[src/rtl/xlat_pkg.sv]
package xlat_pkg;

    typedef enum logic [1:0] {
        ACC_READ  = 2'd0,
        ACC_WRITE = 2'd1,
        ACC_EXEC  = 2'd2,
        ACC_RSVD  = 2'd3
    } acc_e;

    typedef enum logic [1:0] {
        OP_IDLE,
        OP_FLUSH_ALL,
        OP_FLUSH_ASID,
        OP_FILL
    } op_e;

    localparam int PERM_R = 0;
    localparam int PERM_W = 1;
    localparam int PERM_X = 2;

    function automatic logic perm_ok(input logic [2:0] perm, input acc_e acc);
        logic ok;
        unique case (acc)
            ACC_READ:  ok = perm[PERM_R];
            ACC_WRITE: ok = perm[PERM_W];
            ACC_EXEC:  ok = perm[PERM_X];
            ACC_RSVD:  ok = 1'b0;
        endcase
        return ok;
    endfunction

endpackage

[src/rtl/xlat_cam_match.sv]
module xlat_cam_match #(
    parameter int ENTRIES = 8,
    parameter int VPN_W   = 20,
    parameter int ASID_W  = 8
) (
    input  logic [ENTRIES-1:0]             valid,
    input  logic [ENTRIES-1:0][VPN_W-1:0]  vpn_tab,
    input  logic [ENTRIES-1:0][ASID_W-1:0] asid_tab,
    input  logic [VPN_W-1:0]               key_vpn,
    input  logic [ASID_W-1:0]              key_asid,
    output logic [ENTRIES-1:0]             match
);

    for (genvar i = 0; i < ENTRIES; i++) begin : g_cmp
        assign match[i] = valid[i]
                        && (vpn_tab[i]  == key_vpn)
                        && (asid_tab[i] == key_asid);
    end

endmodule

[src/rtl/xlat_victim_sel.sv]
module xlat_victim_sel #(
    parameter int ENTRIES = 8,
    localparam int IDX_W  = (ENTRIES > 1) ? $clog2(ENTRIES) : 1
) (
    input  logic [ENTRIES-1:0] valid,
    input  logic [IDX_W-1:0]   rr_ptr,
    output logic [IDX_W-1:0]   victim,
    output logic               full
);

    always_comb begin
        full   = &valid;
        victim = rr_ptr;
        for (int i = ENTRIES - 1; i >= 0; i--) begin
            if (!valid[i]) begin
                victim = IDX_W'(i);
            end
        end
    end

endmodule

[src/rtl/xlat_entry_array.sv]
module xlat_entry_array
    import xlat_pkg::*;
#(
    parameter int ENTRIES = 8,
    parameter int VPN_W   = 20,
    parameter int PFN_W   = 16,
    parameter int ASID_W  = 8,
    localparam int IDX_W  = (ENTRIES > 1) ? $clog2(ENTRIES) : 1
) (
    input  logic                           clk,
    input  logic                           rst_n,
    input  op_e                            op,
    input  logic [IDX_W-1:0]               wr_idx,
    input  logic [VPN_W-1:0]               wr_vpn,
    input  logic [ASID_W-1:0]              wr_asid,
    input  logic [PFN_W-1:0]               wr_pfn,
    input  logic [2:0]                     wr_perm,
    input  logic [ASID_W-1:0]              kill_asid,
    output logic [ENTRIES-1:0]             valid,
    output logic [ENTRIES-1:0][VPN_W-1:0]  vpn_tab,
    output logic [ENTRIES-1:0][ASID_W-1:0] asid_tab,
    output logic [ENTRIES-1:0][PFN_W-1:0]  pfn_tab,
    output logic [ENTRIES-1:0][2:0]        perm_tab
);

    for (genvar i = 0; i < ENTRIES; i++) begin : g_ent
        logic              v_q;
        logic [VPN_W-1:0]  vpn_q;
        logic [ASID_W-1:0] asid_q;
        logic [PFN_W-1:0]  pfn_q;
        logic [2:0]        perm_q;

        always_ff @(posedge clk) begin
            if (!rst_n) begin
                v_q    <= 1'b0;
                vpn_q  <= '0;
                asid_q <= '0;
                pfn_q  <= '0;
                perm_q <= '0;
            end else begin
                unique case (op)
                    OP_IDLE: ;
                    OP_FLUSH_ALL: v_q <= 1'b0;
                    OP_FLUSH_ASID: begin
                        if (asid_q == kill_asid) begin
                            v_q <= 1'b0;
                        end
                    end
                    OP_FILL: begin
                        if (wr_idx == IDX_W'(i)) begin
                            v_q    <= 1'b1;
                            vpn_q  <= wr_vpn;
                            asid_q <= wr_asid;
                            pfn_q  <= wr_pfn;
                            perm_q <= wr_perm;
                        end
                    end
                endcase
            end
        end

        assign valid[i]    = v_q;
        assign vpn_tab[i]  = vpn_q;
        assign asid_tab[i] = asid_q;
        assign pfn_tab[i]  = pfn_q;
        assign perm_tab[i] = perm_q;
    end

endmodule

[src/rtl/xlat_cache.sv]
module xlat_cache
    import xlat_pkg::*;
#(
    parameter int ENTRIES = 8,
    parameter int VPN_W   = 20,
    parameter int PFN_W   = 16,
    parameter int ASID_W  = 8
) (
    input  logic              clk,
    input  logic              rst_n,
    input  logic              lk_valid,
    input  logic [VPN_W-1:0]  lk_vpn,
    input  logic [ASID_W-1:0] lk_asid,
    input  logic [1:0]        lk_acc,
    output logic              lk_hit,
    output logic              lk_miss,
    output logic              lk_fault,
    output logic [PFN_W-1:0]  lk_pfn,
    input  logic              fill_valid,
    input  logic [VPN_W-1:0]  fill_vpn,
    input  logic [ASID_W-1:0] fill_asid,
    input  logic [PFN_W-1:0]  fill_pfn,
    input  logic [2:0]        fill_perm,
    input  logic              flush_all,
    input  logic              flush_asid_en,
    input  logic [ASID_W-1:0] flush_asid
);

    localparam int IDX_W = (ENTRIES > 1) ? $clog2(ENTRIES) : 1;
    localparam logic [IDX_W-1:0] LAST_IDX = IDX_W'(ENTRIES - 1);

    logic [ENTRIES-1:0]             ent_valid;
    logic [ENTRIES-1:0][VPN_W-1:0]  ent_vpn;
    logic [ENTRIES-1:0][ASID_W-1:0] ent_asid;
    logic [ENTRIES-1:0][PFN_W-1:0]  ent_pfn;
    logic [ENTRIES-1:0][2:0]        ent_perm;

    logic [ENTRIES-1:0] lk_match;
    logic [ENTRIES-1:0] fill_match;
    logic [IDX_W-1:0]   lk_idx;
    logic [IDX_W-1:0]   dup_idx;
    logic [IDX_W-1:0]   vict_idx;
    logic [IDX_W-1:0]   wr_idx;
    logic [IDX_W-1:0]   rr_q;
    logic               all_full;
    logic               fill_dup;
    op_e                op;

    // Operation select: fixed priority among the update requests.
    always_comb begin
        if (flush_all) begin
            op = OP_FLUSH_ALL;
        end else if (flush_asid_en) begin
            op = OP_FLUSH_ASID;
        end else if (fill_valid) begin
            op = OP_FILL;
        end else begin
            op = OP_IDLE;
        end
    end

    xlat_cam_match #(.ENTRIES(ENTRIES), .VPN_W(VPN_W), .ASID_W(ASID_W)) u_lk_cmp (
        .valid    (ent_valid),
        .vpn_tab  (ent_vpn),
        .asid_tab (ent_asid),
        .key_vpn  (lk_vpn),
        .key_asid (lk_asid),
        .match    (lk_match)
    );

    xlat_cam_match #(.ENTRIES(ENTRIES), .VPN_W(VPN_W), .ASID_W(ASID_W)) u_fill_cmp (
        .valid    (ent_valid),
        .vpn_tab  (ent_vpn),
        .asid_tab (ent_asid),
        .key_vpn  (fill_vpn),
        .key_asid (fill_asid),
        .match    (fill_match)
    );

    xlat_victim_sel #(.ENTRIES(ENTRIES)) u_victim (
        .valid  (ent_valid),
        .rr_ptr (rr_q),
        .victim (vict_idx),
        .full   (all_full)
    );

    // One-hot to index for both match vectors (entries are kept unique).
    always_comb begin
        lk_idx  = '0;
        dup_idx = '0;
        for (int i = 0; i < ENTRIES; i++) begin
            if (lk_match[i]) begin
                lk_idx = lk_idx | IDX_W'(i);
            end
            if (fill_match[i]) begin
                dup_idx = dup_idx | IDX_W'(i);
            end
        end
    end

    assign fill_dup = |fill_match;
    assign wr_idx   = fill_dup ? dup_idx : vict_idx;

    xlat_entry_array #(
        .ENTRIES (ENTRIES),
        .VPN_W   (VPN_W),
        .PFN_W   (PFN_W),
        .ASID_W  (ASID_W)
    ) u_array (
        .clk       (clk),
        .rst_n     (rst_n),
        .op        (op),
        .wr_idx    (wr_idx),
        .wr_vpn    (fill_vpn),
        .wr_asid   (fill_asid),
        .wr_pfn    (fill_pfn),
        .wr_perm   (fill_perm),
        .kill_asid (flush_asid),
        .valid     (ent_valid),
        .vpn_tab   (ent_vpn),
        .asid_tab  (ent_asid),
        .pfn_tab   (ent_pfn),
        .perm_tab  (ent_perm)
    );

    // Replacement pointer: moves only when a valid entry is evicted.
    always_ff @(posedge clk) begin
        if (!rst_n) begin
            rr_q <= '0;
        end else begin
            unique case (op)
                OP_FILL: begin
                    if (!fill_dup && all_full) begin
                        rr_q <= (rr_q == LAST_IDX) ? '0 : rr_q + 1'b1;
                    end
                end
                OP_IDLE, OP_FLUSH_ALL, OP_FLUSH_ASID: ;
            endcase
        end
    end

    // Lookup outputs.
    always_comb begin
        lk_hit   = lk_valid && (|lk_match);
        lk_miss  = lk_valid && !(|lk_match);
        lk_pfn   = lk_hit ? ent_pfn[lk_idx] : '0;
        lk_fault = lk_hit && !perm_ok(ent_perm[lk_idx], acc_e'(lk_acc));
    end

endmodule

[config.mk]
export PLATFORM = sky130hd
export DESIGN_NAME = xlat_cache
export DESIGN_NICKNAME = d
export VERILOG_FILES = /design/src/rtl/xlat_pkg.sv /design/src/rtl/xlat_cam_match.sv /design/src/rtl/xlat_victim_sel.sv /design/src/rtl/xlat_entry_array.sv /design/src/rtl/xlat_cache.sv
export SDC_FILE = /design/constraint.sdc
export NUM_CORES = 1
export LEC_CHECK = 0
export BUFFER_PORTS_ARGS = -buffer_cell sky130_fd_sc_hd__buf_2
export CAP_MARGIN = 20
export CORE_MARGIN = 5
export CORE_UTILIZATION = 35
export DETAILED_ROUTE_END_ITERATION = 16
export PLACE_DENSITY = 0.59
export SETUP_SLACK_MARGIN = 0.2
export SLEW_MARGIN = 20
export SYNTH_ARGS = -nofsm -noshare
export SYNTH_HDL_FRONTEND = slang
export SYNTH_HIERARCHICAL = 1
export SYNTH_SLANG_ARGS = --single-unit
export TNS_END_PERCENT = 10
[constraint.sdc]
create_clock -name clk -period 5.57 [get_ports clk]
set_input_delay 0.8355 -clock clk [delete_from_list [all_inputs] [get_ports clk]]
set_output_delay 0.8355 -clock clk [all_outputs]
set_load 0.01 [all_outputs]
==> results.cfg <==
[status]
status = finished, final reports clean

[clock_network]
post_cts_buffers = 0
h-tree-depth = 2
clockRootBuffer = clkbuf_16
cts_buffers = 46
clk_path_buf_depth = 3
clk_pin_slew_ps = 60
cts_resized = 0
cts_sinks = 387
worstSkewPairLatency_ps = 610
ctsHoldBuffers = 0
cts_tree = done

[setup_path]
path_delay_family = simple AND/OR/NAND/NOR gates
crit_required_ps = 4730
slowest_stage = nor4_1
path_class = in -> out
cp_cell_sequence = buf_2, xor2_1, nor4_1, nand4_1, nor4_2, nor4_4, mux4_2, nor4b_1, a211o_1, a311oi_2, buf_2
start_kind = input pin
cp_slowest_stage_delay_ps = 580
crit_fanout = 8
worstPathArrival_ps = 4440
path_buf_inv = 2
end_kind = primary output
cp_common_cell = buf_2

[drt]
met1Wirelength_um = 35600
met3WireLength_um = 8130
wl_per_cell_um = 22.6
wl_um = 83400
routed.top_layer = met5
vias = 19750
drt_iter0_markers = 2548
drc = 0
dr.pass1.iters = 6
wl_met2_um = 36500
routed_via_density = 5.35
antenna_left = 0

[synth]
synth_largest_area_cell = dfxtp_1
synth_cell_type_count = 50
syn_inst = 2848
yosys_warnings = 6
syn-cell-area_um2 = 21800
synth_nets = 2941
synth_area_leaders = dfxtp_1, nand2_1, xor2_1, a21oi_1, xnor2_1
ys.flop_type = dfxtp_1
synthTopCellsByCount = nand2_1, a21oi_1, dfxtp_1, xor2_1, xnor2_1
synth_async_sr_flop_share = 0
synth_edf_count = 0
ys_ff_latch = 387
synth.most_common_cell = nand2_1
syn_area_per_cell_um2 = 7.64
synth_top_area_frac = 0.356
ys_seq_area_frac = 0.356

[grt]
grt_pass1_wl_um = 122000
grt_pass1_vias = 18114
antenna_found_initial = 12
overflow = 0
grt_max_degree = 181
track_usage = 0.238

[pwr]
p_per_area_nw_per_um2 = 273
ir_worst_vdd_v = 0.000244
p_leak_nw = 8.44
p_total_w = 0.00658

[sta]
drv_slew = 0
setup_tns_ps = 0
tightestPinTransition_ps = 1020
finalHoldViolCount = 0
rsz0062_at_grt = false
setup_viol = 0
post-route-min-period_ps = 5270
fin_worst_skew_ps = 31.0
relSlewSlack = 0.323
fin_ws_ps = 296
fmax_ghz = 0.190
fin_crit_sh = 0.947

[place]
pre_cts_slack_ps = 256
place.gp.congestion = 1.04
dp_hpwl_um = 57200
port_buffers = 109
dpl-instance-area_um2 = 22500

[die]
die_h_um = 259
dieArea_um2 = 67200
initial_core_util = 0.353
num_rows = 91
coreArea_um2 = 61600
ioPinCount = 110
die_w_um = 259

[layout]
final_nets = 2912
final_layout_size_suffix_gt1_frac = 0.112
finalInstanceArea_um2 = 24100
fillCellCount = 6370
syn2layout_area_growth_pct = 10.8

[job]
drv_cap = 0

[worst_hold_path]
hold_path_class = reg -> reg
## sequential cells by signal (all words and copies together), names as in the netlist
register              flops
u_array/g_ent.vpn_q     160
u_array/g_ent.pfn_q     128
u_array/g_ent.asid_q     64
u_array/g_ent.perm_q     24
u_array/g_ent.v_q         8
rr_q                      3
## layer usage
metal	up-vias	track usage
met5	-	0
met4	8	0.0892
met2	948	0.361
met3	182	0.0547
li1	9230	-
met1	9382	0.329
## final timing paths
kind | endpoint | startpoint | slack (ps) | cells after the start
worst max-delay path | lk_fault | lk_asid[2] | 300 | 11
worst min-delay path | u_array/g_ent[4].perm_q[0] | u_array/g_ent[4].perm_q[0] | 450 | 2
worst min register to register | u_array/g_ent[4].perm_q[0] | u_array/g_ent[4].perm_q[0] | 450 | 2
worst max register to register | u_array/g_ent[1].vpn_q[5] | u_array/g_ent[1].asid_q[1] | 1390 | 14
## power breakdown
group	switching, W	internal, W
Sequential	0.0000284	0.00279
Combinational	0.000409	0.000192
Clock	0.00130	0.00186
## worst reg2reg max path: cells and delay by family, from the launching register on
| kind | cells | cell delay, ps |
|---|---|---|
| flops | 1 | 500 |
| xor+xnor | 1 | 150 |
| compound gates | 1 | 70 |
| buf+inv | 2 | 530 |
| simple gates | 10 | 2760 |
## cell type report
cell class	instances	area (um^2)	share of cell area
repair buffers	192	1300	0.0538
clock inverters	20	250	0.0104
well taps	837	1050	0.0435
inverters	7	33.8	0.00140
flip-flops and latches	387	7750	0.321
clock buffers	63	1330	0.0550
multi-input cells	2185	12400	0.514
diodes	3	7.51	0.000312
## through the flow
step                      hold WS, ps  std cells  utilization
final                             450       3694        0.391
after global routing              467       3692        0.391
after CTS                         454       3691        0.391
after detailed placement          446       3608        0.365
after global placement            442       3607        0.365
after floorplan                   433       2848            -
## cell usage in the layout, fill, tap and decap left out, drive strengths merged, types with 13 or more instances in the layout
cell	netlist	final
nand3	115	115
nor2	20	20
nand4	62	62
xnor2	188	188
xor2	324	324
clkinv	0	13
buf	196	192
dfxtp	387	387
clkbuf	73	63
nand2	898	898
a21oi	401	401
nor3	29	29
nor4	85	85
## kinds of logic after synthesis
kind of cell               Yosys count  share of synthesized area
and+or+nand+nor                   1238                      0.251
xor gates and xnor gates           512                      0.207
AOI/OAI and AO/OA                  424                      0.100
DFF                                387                      0.356
buffers and inverters              276                     0.0783
muxes                                9                    0.00644
adders and majority gates            2                    0.00115
Note: power is estimated with default switching activity, not from simulation.
